### src/rtl/dbsPkg.sv
package dbsPkg;

  typedef enum logic [2:0] {
    S_IDLE,
    S_PRE,
    S_PREW,
    S_ACT,
    S_ACTW,
    S_COL,
    S_CLW,
    S_DATA
  } dbsState_t;

  // strobes from control to datapath
  typedef struct packed {
    logic latchReq;
    logic issuePre;
    logic issueRas;
    logic issueCas;
    logic captureRd;
  } dbsStrobes_t;

endpackage

### src/rtl/dbsCtrl.sv
module dbsCtrl
  import dbsPkg::*;
#(
  parameter int T_RCD = 3,
  parameter int T_CL  = 2,
  parameter int T_RP  = 2
) (
  input  logic        clk,
  input  logic        rstN,
  input  logic        reqValid,
  input  logic        reqHit,
  input  logic        rowOpen,
  input  logic        curWrite,
  output logic        reqReady,
  output dbsStrobes_t stb
);

  localparam int MAX_A = (T_RCD > T_CL) ? T_RCD : T_CL;
  localparam int MAX_T = (MAX_A > T_RP) ? MAX_A : T_RP;
  localparam int CNT_W = $clog2(MAX_T) + 1;

  dbsState_t        state, nextState;
  logic [CNT_W-1:0] cnt, cntNext;
  logic             cntZero;

  assign cntZero = (cnt == '0);

  always_comb begin
    stb       = '0;
    reqReady  = 1'b0;
    nextState = state;
    cntNext   = cnt;
    unique case (state)
      S_IDLE: begin
        reqReady = 1'b1;
        if (reqValid) begin
          stb.latchReq = 1'b1;
          if (reqHit)       nextState = S_COL;
          else if (rowOpen) nextState = S_PRE;
          else              nextState = S_ACT;
        end
      end
      S_PRE: begin
        stb.issuePre = 1'b1;
        cntNext      = CNT_W'(T_RP - 2);
        nextState    = S_PREW;
      end
      S_PREW: begin
        if (cntZero) nextState = S_ACT;
        else         cntNext   = cnt - 1'b1;
      end
      S_ACT: begin
        stb.issueRas = 1'b1;
        cntNext      = CNT_W'(T_RCD - 2);
        nextState    = S_ACTW;
      end
      S_ACTW: begin
        if (cntZero) nextState = S_COL;
        else         cntNext   = cnt - 1'b1;
      end
      S_COL: begin
        stb.issueCas = 1'b1;
        if (curWrite) begin
          nextState = S_IDLE;
        end else begin
          cntNext   = CNT_W'(T_CL - 2);
          nextState = S_CLW;
        end
      end
      S_CLW: begin
        if (cntZero) nextState = S_DATA;
        else         cntNext   = cnt - 1'b1;
      end
      S_DATA: begin
        stb.captureRd = 1'b1;
        nextState     = S_IDLE;
      end
      default: nextState = S_IDLE;
    endcase
  end

  always_ff @(posedge clk) begin
    if (!rstN) begin
      state <= S_IDLE;
      cnt   <= '0;
    end else begin
      state <= nextState;
      cnt   <= cntNext;
    end
  end

endmodule

### src/rtl/dbsDatapath.sv
module dbsDatapath
  import dbsPkg::*;
#(
  parameter int ROW_W  = 13,
  parameter int COL_W  = 10,
  parameter int DATA_W = 16,
  parameter int ADDR_W = 13
) (
  input  logic              clk,
  input  logic              rstN,
  input  dbsStrobes_t       stb,
  input  logic              reqWrite,
  input  logic [ROW_W-1:0]  reqRow,
  input  logic [COL_W-1:0]  reqCol,
  input  logic [DATA_W-1:0] reqWdata,
  output logic              reqHit,
  output logic              rowOpen,
  output logic              curWrite,
  output logic [ADDR_W-1:0] memAddr,
  output logic              memRas,
  output logic              memCas,
  output logic              memWe,
  output logic              memPre,
  output logic [DATA_W-1:0] memWdata,
  input  logic [DATA_W-1:0] memRdata,
  output logic              rdValid,
  output logic [DATA_W-1:0] rdData
);

  logic [ROW_W-1:0]  curRow, openRow;
  logic [COL_W-1:0]  curCol;
  logic [DATA_W-1:0] curWdata;
  logic              openValid;
  logic [ADDR_W-1:0] rowOnBus, colOnBus;

  // request latch
  always_ff @(posedge clk) begin
    if (!rstN) begin
      curRow   <= '0;
      curCol   <= '0;
      curWdata <= '0;
      curWrite <= 1'b0;
    end else if (stb.latchReq) begin
      curRow   <= reqRow;
      curCol   <= reqCol;
      curWdata <= reqWdata;
      curWrite <= reqWrite;
    end
  end

  // open-row tracking
  always_ff @(posedge clk) begin
    if (!rstN) begin
      openValid <= 1'b0;
      openRow   <= '0;
    end else if (stb.issuePre) begin
      openValid <= 1'b0;
    end else if (stb.issueRas) begin
      openValid <= 1'b1;
      openRow   <= curRow;
    end
  end

  assign rowOpen = openValid;
  assign reqHit  = openValid && (reqRow == openRow);

  // zero extension of each address part onto the shared bus
  generate
    if (ADDR_W > ROW_W) begin : g_rowPad
      assign rowOnBus = {{(ADDR_W-ROW_W){1'b0}}, curRow};
    end else begin : g_rowFull
      assign rowOnBus = curRow;
    end
    if (ADDR_W > COL_W) begin : g_colPad
      assign colOnBus = {{(ADDR_W-COL_W){1'b0}}, curCol};
    end else begin : g_colFull
      assign colOnBus = curCol;
    end
  endgenerate

  always_comb begin
    memAddr = '0;
    if (stb.issueRas)      memAddr = rowOnBus;
    else if (stb.issueCas) memAddr = colOnBus;
  end

  assign memRas   = stb.issueRas;
  assign memCas   = stb.issueCas;
  assign memPre   = stb.issuePre;
  assign memWe    = stb.issueCas & curWrite;
  assign memWdata = curWdata;

  // read return
  always_ff @(posedge clk) begin
    if (!rstN) begin
      rdValid <= 1'b0;
      rdData  <= '0;
    end else begin
      rdValid <= stb.captureRd;
      if (stb.captureRd) rdData <= memRdata;
    end
  end

endmodule

### src/rtl/dramBankSeq.sv
module dramBankSeq
  import dbsPkg::*;
#(
  parameter int ROW_W  = 13,
  parameter int COL_W  = 10,
  parameter int DATA_W = 16,
  parameter int T_RCD  = 3,
  parameter int T_CL   = 2,
  parameter int T_RP   = 2,
  localparam int ADDR_W = (ROW_W > COL_W) ? ROW_W : COL_W
) (
  input  logic              clk,
  input  logic              rstN,
  input  logic              reqValid,
  output logic              reqReady,
  input  logic              reqWrite,
  input  logic [ROW_W-1:0]  reqRow,
  input  logic [COL_W-1:0]  reqCol,
  input  logic [DATA_W-1:0] reqWdata,
  output logic              rdValid,
  output logic [DATA_W-1:0] rdData,
  output logic [ADDR_W-1:0] memAddr,
  output logic              memRas,
  output logic              memCas,
  output logic              memWe,
  output logic              memPre,
  output logic [DATA_W-1:0] memWdata,
  input  logic [DATA_W-1:0] memRdata
);

  dbsStrobes_t stb;
  logic        reqHit, rowOpen, curWrite;

  dbsCtrl #(.T_RCD(T_RCD), .T_CL(T_CL), .T_RP(T_RP)) u_ctrl (
    .clk      (clk),
    .rstN     (rstN),
    .reqValid (reqValid),
    .reqHit   (reqHit),
    .rowOpen  (rowOpen),
    .curWrite (curWrite),
    .reqReady (reqReady),
    .stb      (stb)
  );

  dbsDatapath #(.ROW_W(ROW_W), .COL_W(COL_W), .DATA_W(DATA_W), .ADDR_W(ADDR_W)) u_dp (
    .clk      (clk),
    .rstN     (rstN),
    .stb      (stb),
    .reqWrite (reqWrite),
    .reqRow   (reqRow),
    .reqCol   (reqCol),
    .reqWdata (reqWdata),
    .reqHit   (reqHit),
    .rowOpen  (rowOpen),
    .curWrite (curWrite),
    .memAddr  (memAddr),
    .memRas   (memRas),
    .memCas   (memCas),
    .memWe    (memWe),
    .memPre   (memPre),
    .memWdata (memWdata),
    .memRdata (memRdata),
    .rdValid  (rdValid),
    .rdData   (rdData)
  );

endmodule

### config.mk
export PLATFORM = sky130hd
export DESIGN_NAME = dramBankSeq
export DESIGN_NICKNAME = d
export VERILOG_FILES = /design/src/rtl/dbsPkg.sv /design/src/rtl/dbsCtrl.sv /design/src/rtl/dbsDatapath.sv /design/src/rtl/dramBankSeq.sv
export SDC_FILE = /design/constraint.sdc
export NUM_CORES = 1
export LEC_CHECK = 0
export BUFFER_PORTS_ARGS = -buffer_cell sky130_fd_sc_hd__buf_4
export CORE_AREA = 2 2 96 98
export DETAILED_ROUTE_END_ITERATION = 10
export DIE_AREA = 0 0 98 100
export GPL_ROUTABILITY_DRIVEN = 0
export GPL_TIMING_DRIVEN = 0
export SLEW_MARGIN = 20
export SYNTH_ARGS = -nofsm -noshare
export SYNTH_HDL_FRONTEND = slang
export SYNTH_HIERARCHICAL = 1
export SYNTH_SLANG_ARGS = --single-unit
### constraint.sdc
create_clock -name clk -period 2 [get_ports clk]
set_clock_uncertainty 0.2 [all_clocks]
set_input_delay 0 -clock clk [delete_from_list [all_inputs] [get_ports clk]]
set_output_delay 0 -clock clk [all_outputs]
set_load 0.05 [all_outputs]
==> flow_summary_export.csv <==
group,metric,value,unit
final_layout,instances_no_fill,650,
synthesis,synth_cells,353,
routing,wire_per_inst,13.8,um
floorplanning,ios,110,
final_layout,num-nets-final,595,
sta,finalHoldViolCount,0,
sta,slew_headroom,70.5,%
power,p_seq_share,37.2,%
power,clkPwrFrac,22.5,%
final_layout,area_growth,55.9,%
routing,ant_nets,0,
placement,io_buffers,109,
placement,placed_cells,573,
sta,finalCriticalPeriod,1.88,ns
clock_network,cts_sinks,77,
flow_run,drv_cap,0,
floorplanning,dieArea,9800,um^2
synthesis,syn_nets,414,
sta,fmax,531,MHz
global_route,grt_max_degree,17,
min_path,worstHoldPathType,"reg -> reg",
routing,dr.pass1.iters,4,
sta,rsz0062_at_grt,"no",
floorplanning,core_area,8890,um^2
global_route,grt_pass1_wl,14.6,mm
global_route,grt_antenna_before_repair,0,
routing,via_per_inst,4.58,
final_layout,num_antenna_cells,0,
sta,setup_violations,0,
power,p_switching,1.85,mW
worst_setup_path,crit_path_max_fanout,10,
power,total_power,5.10,mW
worst_setup_path,crit_path_end_kind,"output pin",
global_route,grt_pass1_vias,3048,
floorplanning,die_x,98,um
clock_network,cts_tree,"done",
final_layout,drive_above_1_share,29.7,%
synthesis,synth_area_per_cell,9.60,um^2
global_route,overflow,0,
clock_network,h-tree-depth,3,
power,p_int,3.25,mW
power,combPwrFrac,40.3,%
power,sw_frac_of_total,36.3,%
worst_setup_path,critical_path_class,"reg -> out",
floorplanning,placementRows,35,
synthesis,ys_seq_elements,77,
final_layout,stdcell_area,5280,um^2
floorplanning,die_y,100,um
power,power.density,965,nW/um^2
routing,wl,8.99,mm
placement,placed_area,4400,um^2
clock_network,cts-root-buf,"clkbuf_8",
power,p_leak,2.13,nW
sta,finalCritPeriodShare,94.1,%
routing,vias,2974,
clock_network,clockBufferDepth,2,
sta,whs,0.258,ns
power,vdd_drop_max,0.000407,V
sta,final-max-slew-violation-count,0,
floorplanning,initial_core_util,38.1,%
synthesis,netlist_area,3390,um^2
sta,fin_setup_tns,0,ns
final_layout,final_cell_mix,"buf_4 (113), dfxtp_1 (76), dlygate4sd3_1 (58), nor2b_1 (58), mux2i_1 (57)",
clock_network,clock_latency,0.33,ns
global_route,grt_usage,18.6,%
worst_setup_path,start_kind,"flip-flop",
placement,hpwl,6.18,mm
worst_setup_path,critPathArrivalTime,1.68,ns
worst_setup_path,required,1.80,ns
clock_network,cts_buffers,9,
final_layout,final_common_cell,"buf_4",
routing,drtIter0Drc,78,
routing,drc,0,
clock_network,clk_pin_slew_worst_paths,0.08,ns
synthesis,synth_seq_area_share,45.5,%
synthesis,yosysWarnings,6,
sta,worst_pin_slew,0.443,ns
synthesis,synth.distinct_cells,34,
status,outcome,"complete, no violations",
per-layer routing:
metal / vias to the layer above / track usage (%) / share of wire, %
met5: - / 0 / 0
met4: 0 / 5.56 / 0.83
met3: 9 / 4.46 / 5.3
met2: 75 / 31.3 / 48
met1: 1362 / 24.0 / 45
li1: 1528 / - / -
state kept, by name, summed over array words and instances (netlist names):
register,cells
u_ctrl/cnt,3
u_dp/curRow,13
u_dp/curCol,10
u_dp/rowOpen,1
u_ctrl/state,3
u_dp/openRow,13
u_dp/memWdata,16
u_dp/curWrite,1
u_dp/rdValid,1
u_dp/rdData,16
critical path, stage by stage (launching register included):
cell,delay (ns)
dfxtp_4,0.39
buf_6,0.14
nand2b_1,0.11
nor2_4,0.16
buf_8,0.15
nand2_1,0.07
o21ai_2,0.12
buf_4,0.21
stage by stage:
step	setup slack, ns	utilization (%)
floorplan	-0.0891	-
global placement	-0.397	49.5
detailed placement	-0.412	49.5
CTS	0.000618	58.8
global route	0.00819	59.4
finish	0.117	59.4
synthesized netlist by cell type (all sizes together):
master,n,area (um^2)
a21boi,13,97.6
a21oi,1,5.00
a221o,1,10.0
and2,7,43.8
and2b,1,7.51
and3,2,12.5
buf,15,106
clkbuf,10,37.5
dfxtp,77,1540
ha,2,25.0
inv,3,11.3
mux2i,57,571
nand2,52,195
nand2b,2,12.5
nand3,1,5.00
nand4,3,18.8
nor2,7,28.8
nor2b,58,363
nor3,4,25.0
nor3b,3,22.5
nor4,1,6.26
nor4b,2,23.8
o211a,1,10.0
o211ai,1,7.51
o21ai,14,70.1
o31a,1,8.76
xnor2,13,114
xor2,1,8.76
what timing repair did:
| item | CTS | global route |
|---|---|---|
| resized for setup | 14 | 15 |
| pin swaps | 1 | 1 |
| setup buffers | 2 | 1 |
| hold endpoints to repair | 63 | 0 |
| hold buffers | 58 | 0 |
| endpoints found under the setup margin | 25 | 15 |
cell type report:
type | count | area, um^2
buffer | 25 | 193
timing repair buffer | 170 | 1450
tap | 111 | 139
inverter | 3 | 11.3
fill | 799 | 3610
clock inverter | 5 | 58.8
sequential | 77 | 1550
clock buffer | 11 | 131
multi-input combinational | 248 | 1750
cell families after synthesis:
kind of cell             count (synthesis)  share of synthesized area (%)
multiplexers                            57                           16.8
AO/OA/AOI/OAI                           32                           6.17
XOR/XNOR                                14                           3.62
AND/OR/NAND/NOR                        143                           22.6
flip-flops                              77                           45.5
adder cells (fa/ha/maj)                  2                          0.738
buffers and inverters                   28                           4.58
worst paths after layout:
check                                      from              end  slack [ns]  cells past startpoint
worst max-delay path            u_ctrl/state[0]       memAddr[8]        0.12                      7
worst min register to register    u_ctrl/cnt[1]    u_ctrl/cnt[1]        0.26                      2
worst max register to register  u_ctrl/state[2]  u_dp/openRow[7]        0.17                      7
worst min-delay path              u_ctrl/cnt[1]    u_ctrl/cnt[1]        0.26                      2
power groups by stage:
stage	logic (mW)	clock network [mW]	registers, mW
2_1_floorplan	1.20	0	2.11
3_5_place_dp	1.90	0	1.92
4_1_cts	2.04	1.19	1.89
5_1_grt	2.21	1.27	1.92
3_3_place_gp	1.88	0	1.91
6_report	2.06	1.15	1.89
Power figures use the tool's default switching activity.
